**config.mk**
```make
export PLATFORM = sky130hd
export DESIGN_NAME = prox_cycle_sched
export DESIGN_NICKNAME = d
export VERILOG_FILES = /design/src/rtl/prox_sched_pkg.sv /design/src/rtl/prox_sleep_lut.sv /design/src/rtl/prox_down_cnt.sv /design/src/rtl/prox_cycle_sched.sv
export SDC_FILE = /design/constraint.sdc
export NUM_CORES = 1
export LEC_CHECK = 0
export ABC_CLOCK_PERIOD_IN_PS = 2750
export BUFFER_PORTS_ARGS = -buffer_cell sky130_fd_sc_hd__buf_2
export CAP_MARGIN = 40
export CORE_MARGIN = 2
export CORE_UTILIZATION = 60
export CTS_CLUSTER_SIZE = 16
export DETAILED_ROUTE_END_ITERATION = 16
export PLACE_DENSITY = 0.82
export SLEW_MARGIN = 30
export SYNTH_ARGS = -nofsm -noshare
export SYNTH_HDL_FRONTEND = slang
export SYNTH_SLANG_ARGS = --single-unit
```
**constraint.sdc**
```tcl
create_clock -name clk_i -period 2.75 [get_ports clk_i]
set_input_delay 0.1375 -clock clk_i [delete_from_list [all_inputs] [get_ports clk_i]]
set_output_delay 0.1375 -clock clk_i [all_outputs]
set_load 0.1 [all_outputs]
```
**src/rtl/prox_sched_pkg.sv**
```systemverilog
package prox_sched_pkg;
  localparam int unsigned SLP_W = 11;
  localparam int unsigned RES_W = 8;

  typedef enum logic [1:0] {
    ST_IDLE,
    ST_PULSE,
    ST_WAIT,
    ST_SLEEP
  } sched_st_e;

  // sleep length in 0.5 ms ticks
  localparam logic [SLP_W-1:0] SLP_800MS = SLP_W'(1600);
  localparam logic [SLP_W-1:0] SLP_400MS = SLP_W'(800);
  localparam logic [SLP_W-1:0] SLP_200MS = SLP_W'(400);
  localparam logic [SLP_W-1:0] SLP_100MS = SLP_W'(200);
  localparam logic [SLP_W-1:0] SLP_75MS  = SLP_W'(150);
  localparam logic [SLP_W-1:0] SLP_50MS  = SLP_W'(100);
  localparam logic [SLP_W-1:0] SLP_12MS5 = SLP_W'(25);
endpackage

```
**src/rtl/prox_sleep_lut.sv**
```systemverilog
module prox_sleep_lut
  import prox_sched_pkg::*;
(
  input  logic [2:0]       code_i,
  output logic [SLP_W-1:0] ticks_o
);
  always_comb begin
    unique case (code_i)
      3'b000:  ticks_o = SLP_800MS;
      3'b001:  ticks_o = SLP_400MS;
      3'b010:  ticks_o = SLP_200MS;
      3'b011:  ticks_o = SLP_100MS;
      3'b100:  ticks_o = SLP_75MS;
      3'b101:  ticks_o = SLP_50MS;
      3'b110:  ticks_o = SLP_12MS5;
      default: ticks_o = '0;
    endcase
  end
endmodule

```
**src/rtl/prox_down_cnt.sv**
```systemverilog
module prox_down_cnt #(
  parameter int unsigned W = 8
) (
  input  logic         clk_i,
  input  logic         rst_ni,
  input  logic         load_i,
  input  logic [W-1:0] load_val_i,
  input  logic         dec_i,
  output logic [W-1:0] cnt_o
);
  logic [W-1:0] cnt_q;

  always_ff @(posedge clk_i or negedge rst_ni) begin
    if (!rst_ni)                   cnt_q <= '0;
    else if (load_i)               cnt_q <= load_val_i;
    else if (dec_i && cnt_q != '0) cnt_q <= cnt_q - 1'b1;
  end

  assign cnt_o = cnt_q;

  // counter saturates at zero instead of wrapping
  p_no_wrap_r7: assert property (@(posedge clk_i) disable iff (!rst_ni)
    (!load_i && cnt_q == '0) |=> cnt_q == '0);
endmodule

```
**src/rtl/prox_cycle_sched.sv**
```systemverilog
module prox_cycle_sched
  import prox_sched_pkg::*;
#(
  parameter int unsigned PULSE_CYC = 25000
) (
  input  logic             clk_i,
  input  logic             rst_ni,
  input  logic             en_i,
  input  logic [2:0]       sleep_code_i,
  input  logic             drive_hi_i,
  input  logic             tick_i,
  input  logic             conv_valid_i,
  input  logic [RES_W-1:0] conv_data_i,
  output logic             emit_o,
  output logic             drive_hi_o,
  output logic [RES_W-1:0] result_o,
  output logic             ready_o
);
  localparam int unsigned PCW = $clog2(PULSE_CYC + 1);
  localparam logic [PCW-1:0] PULSE_LAST = PCW'(PULSE_CYC - 1);

  sched_st_e        st_q, st_d;
  logic             pulse_ld, slp_ld, capture;
  logic [PCW-1:0]   pulse_cnt;
  logic [SLP_W-1:0] slp_cnt, slp_ticks;
  logic [RES_W-1:0] result_q;
  logic             ready_q, drive_q;

  prox_sleep_lut u_lut (
    .code_i  (sleep_code_i),
    .ticks_o (slp_ticks)
  );

  prox_down_cnt #(.W(PCW)) u_pulse_cnt (
    .clk_i      (clk_i),
    .rst_ni     (rst_ni),
    .load_i     (pulse_ld),
    .load_val_i (PULSE_LAST),
    .dec_i      (st_q == ST_PULSE),
    .cnt_o      (pulse_cnt)
  );

  prox_down_cnt #(.W(SLP_W)) u_sleep_cnt (
    .clk_i      (clk_i),
    .rst_ni     (rst_ni),
    .load_i     (slp_ld),
    .load_val_i (slp_ticks),
    .dec_i      ((st_q == ST_SLEEP) && tick_i),
    .cnt_o      (slp_cnt)
  );

  assign capture = en_i && (st_q == ST_WAIT) && conv_valid_i;

  always_comb begin
    st_d     = st_q;
    pulse_ld = 1'b0;
    slp_ld   = 1'b0;
    unique case (st_q)
      ST_IDLE: begin
        st_d     = ST_PULSE;
        pulse_ld = 1'b1;
      end
      ST_PULSE: if (pulse_cnt == '0) st_d = ST_WAIT;
      ST_WAIT: if (conv_valid_i) begin
        slp_ld = 1'b1;
        if (slp_ticks == '0) begin
          st_d     = ST_PULSE;
          pulse_ld = 1'b1;
        end else begin
          st_d = ST_SLEEP;
        end
      end
      ST_SLEEP: if (tick_i && slp_cnt == SLP_W'(1)) begin
        st_d     = ST_PULSE;
        pulse_ld = 1'b1;
      end
      default: st_d = ST_IDLE;
    endcase
    if (!en_i) begin
      st_d     = ST_IDLE;
      pulse_ld = 1'b0;
      slp_ld   = 1'b0;
    end
  end

  always_ff @(posedge clk_i or negedge rst_ni) begin
    if (!rst_ni) begin
      st_q     <= ST_IDLE;
      result_q <= '0;
      ready_q  <= 1'b0;
      drive_q  <= 1'b0;
    end else begin
      st_q    <= st_d;
      ready_q <= capture;
      if (capture)  result_q <= conv_data_i;
      if (pulse_ld) drive_q  <= drive_hi_i;
    end
  end

  assign emit_o     = (st_q == ST_PULSE);
  assign drive_hi_o = emit_o && drive_q;
  assign result_o   = result_q;
  assign ready_o    = ready_q;

  p_start_now_r2: assert property (@(posedge clk_i) disable iff (!rst_ni)
    (st_q == ST_IDLE && en_i) |=> emit_o);

  p_off_when_disabled_r4: assert property (@(posedge clk_i) disable iff (!rst_ni)
    !en_i |=> (!emit_o && !drive_hi_o));

  p_ready_cause_r5: assert property (@(posedge clk_i) disable iff (!rst_ni)
    ready_o |-> $past(conv_valid_i));

  p_ready_single_r5: assert property (@(posedge clk_i) disable iff (!rst_ni)
    ready_o |=> !ready_o);

  p_result_hold_r6: assert property (@(posedge clk_i) disable iff (!rst_ni)
    !$stable(result_o) |-> ready_o);

  p_sleep_hold_r9: assert property (@(posedge clk_i) disable iff (!rst_ni)
    (st_q == ST_SLEEP && en_i && !tick_i) |=> $stable(slp_cnt));

  p_drive_gated_r10: assert property (@(posedge clk_i) disable iff (!rst_ni)
    drive_hi_o |-> emit_o);
endmodule

```
### Word level (Yosys, flattened, before mapping)

Index checks and enable logic that the tools add are counted.

| storage, ports and cells | value |
|---|---|
| register bits | 38 |
| bits of input ports | 17 |
| logic and storage cells | 56 |

| operators by class | value |
|---|---|
| add/subtract/negate cells | 2 |
| equal/unequal tests | 13 |
| mux-type cells | 19 |
| reductions and logical operators | 16 |

Operators with widths:

| cell | count |
|---|---|
| case mux 11 bit (7 select lines) | 1 |
| two-way mux 15 bit | 2 |
| two-way mux 11 bit | 2 |
| zero test 15 bit | 1 |
| nonzero test 15 bit | 1 |
| subtractor 15 x 1 -> 15 bit (second input constant) | 1 |
| equality test 11 x 1 -> 1 bit (second input constant) | 1 |
| zero test 11 bit | 1 |
| nonzero test 11 bit | 1 |
| subtractor 11 x 1 -> 11 bit (second input constant) | 1 |
| two-way mux 2 bit | 5 |
| equality test 3 bit (second input constant) | 3 |
| case mux 2 bit (4 select lines) | 1 |
| logical AND 1 bit | 7 |
| two-way mux 1 bit | 7 |
| equality test 3 x 2 -> 1 bit (second input constant) | 2 |
| != test 3 x 2 -> 1 bit (second input constant) | 2 |
| equality test 2 bit (second input constant) | 2 |
| nonzero test 2 bit | 2 |
| equality test 3 x 1 -> 1 bit (second input constant) | 1 |
| zero test 3 bit | 1 |
| != test 3 bit (second input constant) | 1 |
| case mux 1 bit (3 select lines) | 1 |
| AND reduction 3 bit | 1 |
| 2 further kinds | 2 |

### Longest topological paths before layout

| depth | value |
|---|---|
| word-level depth | 8 |
| depth in mapped cells | 7 |

### By module

A second synthesis with hierarchy kept.

| second synthesis, totals | value |
|---|---|
| cell total of the unflattened synthesis | 273 |
| area, all modules | 2492.4 sq um |

By module, submodules not included:

| module | instances | cells an instance | area an instance (sq um) |
|---|---|---|---|
| prox_down_cnt (u_pulse_cnt) | 1 | 123 | 992.2 |
| prox_cycle_sched | 1 | 62 | 734.5 |
| prox_down_cnt (u_sleep_cnt) | 1 | 73 | 673.1 |
| prox_sleep_lut | 1 | 15 | 92.6 |

### Worst setup path before layout

Ideal clock, no wire load.

| timing path | value |
|---|---|
| path type | reg-to-output |
| from | register st_q[1] |
| to | output drive_hi_o |
| data arrival time | 2.445 ns |
| data required time | 2.612 ns |
| setup slack | 0.167 ns |
| stages on the path, launching flop included | 5 |
| path buffers | 1 |
| cell sequence | dfrtp_1 inv_1 ha_1 clkbuf_1 and2_1 |

| on the way | value |
|---|---|
| cells in the longest elaborated chain, start to end | 2 |

RTL lines:

| what | line | RTL |
|---|---|---|
| start, declared | prox_cycle_sched.sv:22 | `sched_st_e st_q, st_d;` |
| start signal, assigned | prox_cycle_sched.sv:93 | `st_q <= st_d;` |
| equality test 2 x 1 -> 1 bit | prox_cycle_sched.sv:100 | `assign emit_o = (st_q == ST_PULSE);` |
| named net emit_o | prox_cycle_sched.sv:14 | `output logic emit_o,` |
| logical AND 1 bit | prox_cycle_sched.sv:101 | `assign drive_hi_o = emit_o && drive_q;` |
| end, declared | prox_cycle_sched.sv:15 | `output logic drive_hi_o,` |

The timed path passes the listed nets, and every way through them passes these cells.

### Worst setup path in the final report

| timing path | value |
|---|---|
| from | register st_q[1] |
| to | register u_pulse_cnt.cnt_q[6], in the netlist u_pulse_cnt.cnt_o[6] |

| on the way | value |
|---|---|
| cells in the longest elaborated chain, start to end | 4 |
| elaborated cells on any way between the ends | 9 |

RTL lines:

| what | line | RTL |
|---|---|---|
| equality test 2 bit / zero test 2 bit (equally long branches) | prox_cycle_sched.sv:58 | `unique case (st_q)` |
| case mux 1 bit (3 select lines) | prox_cycle_sched.sv:58 |  |
| two-way mux 1 bit | prox_cycle_sched.sv:79 | `if (!en_i) begin` |
| two-way mux 15 bit / nonzero test 2 bit (equally long branches) | n/a |  |
| end signal, assigned | prox_down_cnt.sv:15 | `else if (load_i) cnt_q <= load_val_i;` |
| end signal, assigned | prox_down_cnt.sv:16 | `else if (dec_i && cnt_q != '0) cnt_q <= cnt_q - 1'b1;` |
| end, declared | prox_down_cnt.sv:11 | `logic [W-1:0] cnt_q;` |

Parallel ways exist; a longest one is shown, timed or not.
A chain may end at the register's enable or synchronous reset.

==> results.tsv <==
stage	metric	value	unit
run_status	run status	finished clean	
finish	layout filler cell count	293	
synth	Mapped Area	2230	µm²
clock_tree	post_cts resized	0	
synth	YS warnings	0	
finish	final instance count without filler cells	318	
routing	Iteration-0 DRC Markers	112	
clock_tree	Num Clock Sinks	38	
min_path	worst hold path stage count	3	
timing	count of pins over their slew limit	0	
global_route	antenna violations before repair	0	
global_route	number of global-route vias before repair	1888	
finish	P&R area growth vs syn	12.6	%
routing	TritonRoute pass-1 iters	4	
pwr	P per Cell Area	974	nW/µm²
clock_tree	Longest Clk Path Bufs	2	
global_route	GR Util All Layers	25.2	%
timing	Setup-failing EPs final	0	
timing	Worst Clk Skew	4.38	ps
finish	most common cell after layout, fill and taps aside	dfrtp_1	
floorplanning	Core Box Area	3610	µm²
clock_tree	H-tree Lvls	2	
clock_tree	Post-CTS Hold Fix Bufs	1	
routing	drt total wl	4.78	mm
critical_path	CP required	2960	ps
clock_tree	CTS tree	done	
finish	final core utilization	69.6	%
synth	syn avg cell area	9.26	µm²
synth	syn nets	264	
timing	Slew HR	65.8	%
finish	share of cells above drive strength 1	20.0	%
min_path	worst hold start	conv_data_i[1]	
clock_tree	Clk pin slew, worst setup/hold paths	70	ps
critical_path	CP Capture Type	flop	
global_route	GR Overflow Total	0	
floorplanning	Die H	65.0	µm
critical_path	FF-to-FF End	u_pulse_cnt.cnt_o[6]$_DFFE_PN0P_	
placement	IO buf count	27	
critical_path	r2r startpoint	st_q[1]$_DFFE_PN0P_	
min_path	Worst Hold End	result_o[1]$_DFFE_PN0P_	
critical_path	crit-path max FO	13	
synth	Post-Syn Instances	241	
finish	multi-input gate area in the final layout	1180	µm²
finish	sequential cell area	951	µm²
routing	DR vias	1907	
timing	measured slew at the worst slew-check pin	512	ps
timing	post-route setup TNS	0	ps
synth	Yosys reg bits	38	
critical_path	arrival time of the worst setup path	2380	ps
critical_path	CP Launch Type	flop	
clock_tree	Worst-Skew Late Latency	290	ps
global_route	first-pass GRT wire length	8.26	mm
floorplanning	Chip Width	65.0	µm
floorplanning	io pins	28	
floorplanning	Die ar.	4220	µm²
floorplanning	Initial Utilization	61.9	%
timing	final hold violation count	0	
routing	DRC	0	
clock_tree	CTS buffer count	5	
finish	Final Net Count	292	
clock_tree	Post-CTS Setup Inserts	0	
synth	post-synth cell types	52	
timing	fin crit share	79.0	%
finish	most frequent cells in the layout	38 x dfrtp_1, 32 x nand2_1, 27 x buf_2, 16 x o21ai_0, 15 x a21oi_1	
global_route	largest net degree at the start of global routing	29	
routing	WL per Instance	15.0	µm
job	max-cap check violation count	0	
timing	min cycle time layout	2170	ps
critical_path	Register-to-Register Setup Slack	580	ps
min_path	Hold WC Path Type	in2reg	
synth	sequential share of the synthesized area	42.6	%
placement	gpl congestion	0.797	
timing	fmax	460	MHz
critical_path	WS Path Type	reg2reg	
floorplanning	std cell rows	22	
routing	remaining antenna violation count	0	
pwr	total leakage power	1.10	nW
routing	via/cell ratio	6.00	
clock_tree	clk root buf	clkbuf_8	
pwr	Peak VDD IR	745	µV
critical_path	R2R cell count	6	
placement	Post-DP HPWL	3.52	mm
placement	Post-Place Cells	309	
timing	RSZ-0062 raised after global routing	no	
finish	ant diodes	0	
power breakdown:
part,internal (mW),switching (mW),leakage [nW]
sequential,0.722,0.178,0.468
clock,0.202,0.190,0.0482
combinational,0.324,0.830,0.579
cell type report:
| class | count | share of cell area [%] |
|---|---|---|
| Clock buffer | 7 | 3.44 |
| Clock inverter | 1 | 0.199 |
| Inverter | 12 | 1.79 |
| Multi-Input combinational cell | 181 | 46.8 |
| Sequential cell | 38 | 37.9 |
| Tap cell | 48 | 2.39 |
| Timing Repair Buffer | 31 | 7.47 |
synth_stat cells (all sizes together):
master,count,share of area (%)
nand4b,2,0.79
o31ai,5,1.7
and2,1,0.28
a211oi,2,0.67
nand2b,3,0.84
xnor2,3,1.2
ha,6,3.4
a31oi,8,2.2
o21ai,16,3.6
or3b,1,0.39
a21oi,15,3.4
clkbuf,5,0.84
nor3b,2,0.67
o311ai,4,1.6
nor4bb,1,0.45
and4,2,0.90
buf,5,1.8
or3,11,3.4
nor4,4,3.1
o41ai,3,1.2
nor3,5,1.1
o221ai,1,0.39
dfrtp,38,43
a311o,1,0.45
nor2b,2,0.56
or4b,1,0.45
nand2,32,5.4
and3,1,0.28
nand3,9,2.2
nand4,2,0.56
a311oi,1,0.39
o221a,1,0.50
nand4bb,1,0.50
o21a,1,0.34
xor2,1,0.39
mux2i,2,0.90
inv,12,2.0
or2,5,1.4
mux2,2,1.0
or4,10,3.6
a21boi,1,0.34
nor2,13,2.2
sequential cells by signal, indices dropped and copies added, names as in the netlist:
signal             flops
drive_q                1
u_pulse_cnt.cnt_o     15
ready_o                1
st_q                   2
u_sleep_cnt.cnt_o     11
result_o               8
metrics by stage:
step | power [mW] | instance area (µm²) | hold WS [ps] | setup slack, ps
after floorplan | 1.83 | 2230 | -158 | 167
after global placement | 2.00 | 2380 | 286 | 711
after detailed placement | 2.05 | 2410 | 88.5 | 572
after CTS | 2.46 | 2510 | 31.2 | 581
after global routing | 2.59 | 2510 | 31.6 | 450
final | 2.45 | 2510 | 38.0 | 578
layer usage:
metal / share of wire, % / vias up / track usage, % / routed length, µm
li1: - / 952 / - / -
met1: 43 / 888 / 30.1 / 2050
met3: 5.3 / 6 / 4.17 / 252
met2: 51 / 61 / 46.1 / 2430
met4: 0.94 / 0 / 7.18 / 45
met5: 0 / - / 0 / 0
logic make-up after synthesis:
group	Yosys count	synth area share, %
xor gates and xnor gates	4	1.57
DFF	38	42.6
muxes	4	1.91
and+or+nand+nor	108	29.2
buffers and inverters	22	4.66
adders and majority gates	6	3.37
AOI/OAI and AO/OA	59	16.7
worst max path at each step:
stage	startpoint	endpoint	slack, ps	cells past startpoint
4_1_cts	st_q[1]$_DFFE_PN0P_	u_pulse_cnt.cnt_o[6]$_DFFE_PN0P_	580	6
5_1_grt	st_q[1]$_DFFE_PN0P_	u_pulse_cnt.cnt_o[6]$_DFFE_PN0P_	450	6
3_3_place_gp	st_q[1]$_DFFE_PN0P_	u_pulse_cnt.cnt_o[6]$_DFFE_PN0P_	710	6
2_1_floorplan	st_q[1]$_DFFE_PN0P_	drive_hi_o	170	4
6_report	st_q[1]$_DFFE_PN0P_	u_pulse_cnt.cnt_o[6]$_DFFE_PN0P_	580	6
3_5_place_dp	st_q[1]$_DFFE_PN0P_	u_pulse_cnt.cnt_o[6]$_DFFE_PN0P_	570	6
critical path, cell delays in order (launching register included):
cell and delay [ps]:
dfrtp_1 440, inv_1 80, ha_1 410, nand2b_1 140, or3_2 440, or4_1 420, a21oi_1 170
Note: power is estimated with default switching activity, not from simulation.
